## src/rtl/sadc_pkg.sv

```systemverilog
package sadc_pkg;
  // Strobes issued by the control to the datapath, one clk cycle wide.
  typedef struct packed {
    logic start;    // frame begins: drive the line, first bit zero
    logic pad;      // send a padding zero
    logic capture;  // latch the parallel result
    logic shift;    // send next result bit
    logic release_; // let the line float
  } dpStrobe_t;
endpackage

```

## src/rtl/sadc_ctrl.sv

```systemverilog
module sadc_ctrl
  import sadc_pkg::*;
#(
  parameter int RES_BITS = 10,
  parameter int PAD_BITS = 6
) (
  input  logic      clk,
  input  logic      rstN,
  input  logic      csN,
  input  logic      fs,
  input  logic      sclk,
  output dpStrobe_t strobe,
  output logic      powerDown,
  output logic      protoErr
);
  localparam int WORD_BITS = PAD_BITS + RES_BITS;
  localparam int CNT_W = $clog2(WORD_BITS + 2);
  localparam logic [CNT_W-1:0] PAD_LAST  = CNT_W'(PAD_BITS);
  localparam logic [CNT_W-1:0] LAST_EDGE = CNT_W'(WORD_BITS + 1);

  logic csPrev, fsPrev, sclkPrev;
  logic dspMode, active, armed;
  logic [CNT_W-1:0] riseCnt, fallCnt;

  logic csFall, fsRise, sRise, sFall, enabled, counting;
  logic frameReq, startOk, countRise, countFall;
  logic [CNT_W-1:0] riseNext, fallNext;

  assign csFall    = csPrev & ~csN;
  assign fsRise    = ~fsPrev & fs;
  assign sRise     = ~sclkPrev & sclk;
  assign sFall     = sclkPrev & ~sclk;
  assign enabled   = ~csN;
  assign counting  = active & (armed | ~fs);
  assign frameReq  = enabled & dspMode & fsRise;
  assign startOk   = frameReq & ~active;
  assign riseNext  = riseCnt + CNT_W'(1);
  assign fallNext  = fallCnt + CNT_W'(1);
  assign countRise = counting & sRise & (riseCnt < LAST_EDGE);
  assign countFall = counting & sFall;

  always_comb begin
    strobe          = '0;
    strobe.start    = startOk;
    strobe.pad      = countRise && (riseNext <= PAD_LAST);
    strobe.capture  = countRise && (riseNext == PAD_LAST);
    strobe.shift    = countRise && (riseNext > PAD_LAST) && (riseNext < LAST_EDGE);
    strobe.release_ = ~enabled | (countRise && (riseNext == LAST_EDGE));
  end

  always_ff @(posedge clk) begin
    if (!rstN) begin
      csPrev    <= 1'b1;
      fsPrev    <= 1'b0;
      sclkPrev  <= 1'b0;
      dspMode   <= 1'b0;
      active    <= 1'b0;
      armed     <= 1'b0;
      riseCnt   <= '0;
      fallCnt   <= '0;
      powerDown <= 1'b1;
      protoErr  <= 1'b0;
    end else begin
      csPrev   <= csN;
      fsPrev   <= fs;
      sclkPrev <= sclk;
      protoErr <= frameReq & active;
      if (csFall) dspMode <= ~fs;
      if (!enabled) begin
        active    <= 1'b0;
        armed     <= 1'b0;
        riseCnt   <= '0;
        fallCnt   <= '0;
        powerDown <= 1'b1;
      end else if (startOk) begin
        active    <= 1'b1;
        armed     <= 1'b0;
        riseCnt   <= '0;
        fallCnt   <= '0;
        powerDown <= 1'b0;
      end else if (active) begin
        if (!fs) armed <= 1'b1;
        if (countRise) riseCnt <= riseNext;
        if (countFall) begin
          if (fallNext == LAST_EDGE) begin
            active    <= 1'b0;
            armed     <= 1'b0;
            riseCnt   <= '0;
            fallCnt   <= '0;
            powerDown <= 1'b1;
          end else begin
            fallCnt <= fallNext;
          end
        end
      end
    end
  end
endmodule

```

## src/rtl/sadc_datapath.sv

```systemverilog
module sadc_datapath
  import sadc_pkg::*;
#(
  parameter int RES_BITS = 10
) (
  input  logic                clk,
  input  logic                rstN,
  input  dpStrobe_t           strobe,
  input  logic [RES_BITS-1:0] sampleIn,
  output logic                doData,
  output logic                doOe
);
  logic [RES_BITS-1:0] shiftReg;

  always_ff @(posedge clk) begin
    if (!rstN) begin
      shiftReg <= '0;
      doData   <= 1'b0;
      doOe     <= 1'b0;
    end else if (strobe.release_) begin
      doData <= 1'b0;
      doOe   <= 1'b0;
    end else begin
      if (strobe.start) begin
        doOe   <= 1'b1;
        doData <= 1'b0;
      end
      if (strobe.pad) doData <= 1'b0;
      if (strobe.capture) shiftReg <= sampleIn;
      if (strobe.shift) begin
        doData   <= shiftReg[RES_BITS-1];
        shiftReg <= {shiftReg[RES_BITS-2:0], 1'b0};
      end
    end
  end
endmodule

```

## src/rtl/sadc_frame_if.sv

```systemverilog
module sadc_frame_if
  import sadc_pkg::*;
#(
  parameter int RES_BITS = 10,
  parameter int PAD_BITS = 6
) (
  input  logic                clk,
  input  logic                rstN,
  input  logic                csN,
  input  logic                fs,
  input  logic                sclk,
  input  logic [RES_BITS-1:0] sampleIn,
  output logic                doData,
  output logic                doOe,
  output logic                powerDown,
  output logic                protoErr
);
  dpStrobe_t strobe;

  sadc_ctrl #(.RES_BITS(RES_BITS), .PAD_BITS(PAD_BITS)) u_ctrl (
    .clk(clk), .rstN(rstN), .csN(csN), .fs(fs), .sclk(sclk),
    .strobe(strobe), .powerDown(powerDown), .protoErr(protoErr)
  );

  sadc_datapath #(.RES_BITS(RES_BITS)) u_dp (
    .clk(clk), .rstN(rstN), .strobe(strobe), .sampleIn(sampleIn),
    .doData(doData), .doOe(doOe)
  );
endmodule

```

## config.mk

```make
export PLATFORM = sky130hd
export DESIGN_NAME = sadc_frame_if
export DESIGN_NICKNAME = d
export VERILOG_FILES = /design/src/rtl/sadc_pkg.sv /design/src/rtl/sadc_ctrl.sv /design/src/rtl/sadc_datapath.sv /design/src/rtl/sadc_frame_if.sv
export SDC_FILE = /design/constraint.sdc
export NUM_CORES = 1
export LEC_CHECK = 0
export ABC_AREA = 1
export ABC_CLOCK_PERIOD_IN_PS = 2750
export BUFFER_PORTS_ARGS = -buffer_cell sky130_fd_sc_hd__clkbuf_2
export CORE_MARGIN = 5
export CORE_UTILIZATION = 35
export CTS_BUF_LIST = sky130_fd_sc_hd__clkbuf_4
export CTS_CLUSTER_DIAMETER = 80
export DETAILED_ROUTE_END_ITERATION = 12
export PLACE_DENSITY = 0.62
export SLEW_MARGIN = 15
export SYNTH_ARGS = -nofsm -noshare
export SYNTH_HDL_FRONTEND = slang
export SYNTH_SLANG_ARGS = --single-unit
```

## constraint.sdc

```tcl
create_clock -name clk -period 2.75 [get_ports clk]
set_clock_uncertainty 0.2 [all_clocks]
set_input_delay 0.55 -clock clk [delete_from_list [all_inputs] [get_ports clk]]
set_output_delay 0.55 -clock clk [all_outputs]
set_load 0.02 [all_outputs]
```

Yosys cells after proc, flatten, opt, wreduce, memory -nomap -nowiden
Cells that the tools add are included.
- $add $sub $neg: 2
- multiply operators: 0
- divide/modulo/power cells: 0
- $lt $le $gt $ge: 4
- equality and inequality tests: 3
- shift operators: 0
- muxes and demuxes: 20
- bitwise gates (word level): 22
- reductions and logical operators: 16
- operators by type and width (operator ; count):
    $mux W10 ; 2
    $mux W5 ; 4
    $mux W1 ; 14
    $and A1 B1 Y1 ; 12
    $add A5 B1 Y5 const B ; 2
    $eq A5 B5 Y1 const B ; 2
    $lt A5 B5 Y1 const B ; 2
    $not A1 Y1 ; 8
    $reduce_bool A2 Y1 ; 4
    $eq A5 B3 Y1 const B ; 1
    $gt A5 B3 Y1 const B ; 1
    $le A5 B3 Y1 const B ; 1
    $logic_and A1 B1 Y1 ; 5
    $reduce_and A2 Y1 ; 2
    $reduce_or A2 Y1 ; 2
    $reduce_and A3 Y1 ; 1
    $reduce_bool A3 Y1 ; 1
    $reduce_or A3 Y1 ; 1
    $or A1 B1 Y1 ; 2
- register bits: 30
- latch bits: 0
- memory bits (writable): 0
- bits in read-only memories: 0
- bits of input ports: 15
- word-level logic and storage cells: 80
- memories: 0

Logic depth before layout (Yosys ltp)
- depth after elaboration: 9
- gate-level depth with buffers: 14
- gate-level depth less buffers: 13

Modules after synthesis
Synthesis repeated with hierarchy kept, for this count alone.
- cell total of the unflattened synthesis: 256
- area total of the unflattened synthesis: 1704.1 µm²
- by module, submodules not included (module ; times used ; cells an instance ; area each (µm²)):
    sadc_ctrl ; 1 ; 151 ; 1079.8
    sadc_datapath ; 1 ; 105 ; 624.3

Least setup slack after synthesis
No wires, ideal clock.
- path type: flip-flop to flip-flop
- from: register u_ctrl.riseCnt[0]
- to: register u_dp.shiftReg[1]
- library setup time: 113 ps
- data arrival time: 1688 ps
- data required time: 2437 ps
- setup slack: 749 ps
- cell stages (with the launch flop): 14
- path buffers: 1
- period minus slack after synthesis: 2001 ps
- path through: dfxtp_1 -> inv_1 -> ha_1 -> inv_1 -> nand2_1 -> a21oi_2 -> nand2_2 -> nand2_4 -> nand3_4 -> nand2_4 -> nand2_4 -> buf_6 -> nor2_1 -> nor2_1
- longest elaborated chain between the ends: 6
- elaborated cells on any way between the ends: 16
- ends and longest elaborated chain (element ; line ; RTL):
    from (decl) ; sadc_ctrl.sv:23 ; logic [CNT_W-1:0] riseCnt, fallCnt;
    from (signal assigned) ; sadc_ctrl.sv:83 ; if (countRise) riseCnt <= riseNext;
    $add A5 B1 Y5 / $lt A5 B5 Y1 (equally long branches) ; sadc_ctrl.sv:37, sadc_ctrl.sv:39 ;
    $gt A5 B3 Y1 (tied with other cells) ; sadc_ctrl.sv:47 ; strobe.shift = countRise && (riseNext > PAD_LAST) && (riseNext < LAST_EDGE);
    $logic_and A1 B1 Y1 (on tied branches) ; sadc_ctrl.sv:47, sadc_ctrl.sv:48 ;
    $logic_and A1 B1 Y1 / $or A1 B1 Y1 (equally long branches) ; sadc_ctrl.sv:47, sadc_ctrl.sv:48 ;
    $reduce_bool A2 Y1 (no line) / $not A1 Y1 (equally long branches) ; -- ;
    $reduce_and A2 Y1 (no line) ; -- ;
    to (signal assigned) ; sadc_datapath.sv:29 ; if (strobe.capture) shiftReg <= sampleIn;
    to (signal assigned) ; sadc_datapath.sv:32 ; shiftReg <= {shiftReg[RES_BITS-2:0], 1'b0};
    to (decl) ; sadc_datapath.sv:13 ; logic [RES_BITS-1:0] shiftReg;
Several ways; a longest one is shown, not always the timed one.
A chain may end at the register's enable or synchronous reset.

Final worst setup path
- from: register u_ctrl.riseCnt[0]
- to: register u_dp.shiftReg[2]
Same word-level chain as after synthesis.

==> flow_metrics.env <==
export IMPL_status="complete, no violations"
export IMPL_multi_input_area_um2=898
export IMPL_track_usage_pct=11.7
export IMPL_async_reset_ff_share_pct=0
export IMPL_cp_max_fo=18
export IMPL_hold_buffers=0
export IMPL_fin_crit_sh_pct=81.2
export IMPL_die_w_um=79.0
export IMPL_cts_root_buffer="clkbuf_4"
export IMPL_ys_warn_count=0
export IMPL_cts_sinks=30
export IMPL_die_h_um=79.0
export IMPL_cp_start_kind="flop"
export IMPL_cts_resized=0
export IMPL_worst_slew_pin_slew_ns=0.359
export IMPL_drtIter0Drc=67
export IMPL_clkTransAtPathRegs_ns=0.09
export IMPL_vias_per_cell=4.61
export IMPL_largest_reg_flops=10
export IMPL_wl_per_cell_um=10.6
export IMPL_grt_overflow_total=0
export IMPL_max_slew_margin_pct=76.0
export IMPL_n_antenna_cell=0
export IMPL_vdd_drop_max_v=0.000258
export IMPL_syn_inst=244
export IMPL_reg_top3="u_dp.shiftReg: 10 flops, u_ctrl.fallCnt: 5 flops, u_ctrl.riseCnt: 5 flops"
export IMPL_r2r_end="u_dp.shiftReg[2]"
export IMPL_synth_net_count=264
export IMPL_globalplace_congestion=0.770
export IMPL_cts_buffer_depth=2
export IMPL_syn_cell_area_um2=1670
export IMPL_start_util_pct=35.8
export IMPL_grt_antenna_before_repair=0
export IMPL_r2r_start="u_ctrl.riseCnt[0]"
export IMPL_fill_cells=482
export IMPL_critical_path_max_stage_delay_ns=0.49
export IMPL_row_count=25
export IMPL_yosys_top_cells_count="nand2_1, nor2_1, dfxtp_1, inv_1"
export IMPL_numCtsBuffers=5
export IMPL_yosys_area_top_type_share_pct=36.0
export IMPL_hold_ws_ns=0.259
export IMPL_regArea_um2=601
export IMPL_vias=1480
export IMPL_htreeDepth=2
export IMPL_drc=0
export IMPL_grt_max_degree=19
export IMPL_dp_hpwl_um=2540
export IMPL_post_cts_buffers=0
export IMPL_synth_edff_count=0
export IMPL_maxCapViolCount=0
export IMPL_setup_tns_ns=0
export IMPL_layoutNonFillerInstCount=321
export IMPL_critical_path_top_delay_family="simple AND/OR/NAND/NOR gates"
export IMPL_reg2reg_slack_ns=0.52
export IMPL_pre_cts_ws_ns=0.537
export IMPL_place_area_um2=1800
export IMPL_cts_tree="built"
export IMPL_worstPathArrival_ns=2.26
export IMPL_leakagePower_nw=0.863
export IMPL_first_pass_iters=4
export IMPL_fin_ws_ns=0.518
export IMPL_grt_pass1_wl_um=5780
export IMPL_max_flop_register="u_dp.shiftReg"
export IMPL_clk_insertion_delay_late_ns=0.33
export IMPL_path_common_cell="nand2_4"
export IMPL_dp_cells=313
export IMPL_coreArea_um2=4660
export IMPL_crit_buf_inv=2
export IMPL_endpoint_kind="flop"
export IMPL_rsz0062_at_grt="false"
export IMPL_syn_to_final_growth_pct=11.5
export IMPL_slowest_stage="dfxtp_1"
export IMPL_holdCritStartpoint="sclk"
export IMPL_hold_depth=3
export IMPL_r2r_cells=12
export IMPL_crit_cells=12
export IMPL_maxSlewViolCount=0
export IMPL_synth_ff_type="dfxtp_1"
export IMPL_drive_gt1_share_pct=16.5
export IMPL_io_pins=19
export IMPL_synth_area_top_cells="dfxtp_1, nand2_1, nor2_1"
export IMPL_hold_viol=0
export IMPL_ant_nets=0
export IMPL_grt_pass1_vias=1322
export IMPL_nets=286
export IMPL_yosysMostFrequentCell="nand2_1"
export IMPL_yosys_area_top_type="dfxtp_1"
export IMPL_yosysSeqAreaShare_pct=36.0
export IMPL_critPathKind="flop to flop"
export IMPL_crit_required_ns=2.77
export IMPL_fmaxAchievable_ghz=0.448
export IMPL_period_needed_ns=2.23
export IMPL_synth_seq_cells=30
export IMPL_final_cell_area_um2=1860
export IMPL_p_per_area_nw_per_um2=397
export IMPL_setup_violations=0
export IMPL_syn_area_per_cell_um2=6.83
export IMPL_place_port_buffers=18
export IMPL_min_to="u_ctrl.sclkPrev"
export IMPL_wirelength_um=3420
export IMPL_hold_class="input port to flop"
export IMPL_die_area_um2=6240
export IMPL_crit_chain="inv_1 -> ha_1 -> inv_1 -> nand2_1 -> a21oi_2 -> nand2_2 -> nand2_4 -> nand3_4 -> nand2_4 -> nand2_4 -> nor2_1 -> nor2_1"
export IMPL_ys_types=28
[per-stage QoR]
step,utilization [%],power (mW)
global placement,38.7,0.491
floorplan,-,0.471
CTS,39.9,0.750
global route,39.9,0.776
detailed placement,38.7,0.491
finish,39.9,0.738
[per-layer routing]
layer	up-vias	share of wire [%]	GRT usage, %
met5	-	0	0
met4	0	0.70	4.64
met3	2	6.2	3.97
met2	34	41	17.1
met1	627	52	15.7
li1	817	-	-
[cells in the final DEF, fill, tap and decap left out, drive strengths merged]
cell and instances:
nand2 73, nor2 40, inv 31, dfxtp 30, clkbuf 24, o21ai 12
nand4 12, nand3 12, a21oi 8, ha 5, o21a 3, buf 3
nor3 3, clkinv 3, xnor2 2, xor2 2, a211oi 1, and2 1
o211ai 1, a311oi 1
[where the power goes]
group | switching, mW | internal [mW] | total [mW]
logic | 0.0245 | 0.0164 | 0.0409
clock network | 0.151 | 0.106 | 0.257
registers | 0.00172 | 0.438 | 0.440
total | 0.178 | 0.560 | 0.738
[cell type report]
cell class	instances	share of cell area, %
Tap cell	54	3.64
Multi-Input combinational cell	176	48.4
Timing Repair Buffer	21	6.06
Inverter	32	6.73
Sequential cell	30	32.3
Clock inverter	2	0.471
Clock buffer	6	2.42
[logic make-up after synthesis]
family | count (synthesis) | share of synthesized area (%)
compound gates | 26 | 9.01
xor+xnor | 4 | 2.10
fa+ha+maj | 5 | 3.75
buf+inv | 38 | 10.1
flops | 30 | 36.0
simple gates | 141 | 39.0
[tightest hold or removal path, delay by kind of cell]
| kind | cells | cell delay [ns] |
|---|---|---|
| AND/OR/NAND/NOR | 1 | 0.06 |
| buffers and inverters | 2 | 0.14 |
[how the worst max path moves through the flow]
stage	start	to	slack, ns
floorplan	u_ctrl.riseCnt[0]	u_dp.shiftReg[1]	0.75
global placement	u_ctrl.riseCnt[0]	u_dp.shiftReg[9]	0.59
detailed placement	u_ctrl.riseCnt[0]	u_dp.shiftReg[3]	0.54
CTS	u_ctrl.riseCnt[0]	u_dp.shiftReg[2]	0.52
global route	u_ctrl.riseCnt[0]	u_dp.shiftReg[1]	0.30
finish	u_ctrl.riseCnt[0]	u_dp.shiftReg[2]	0.52
(Power assumes the default switching activity.)
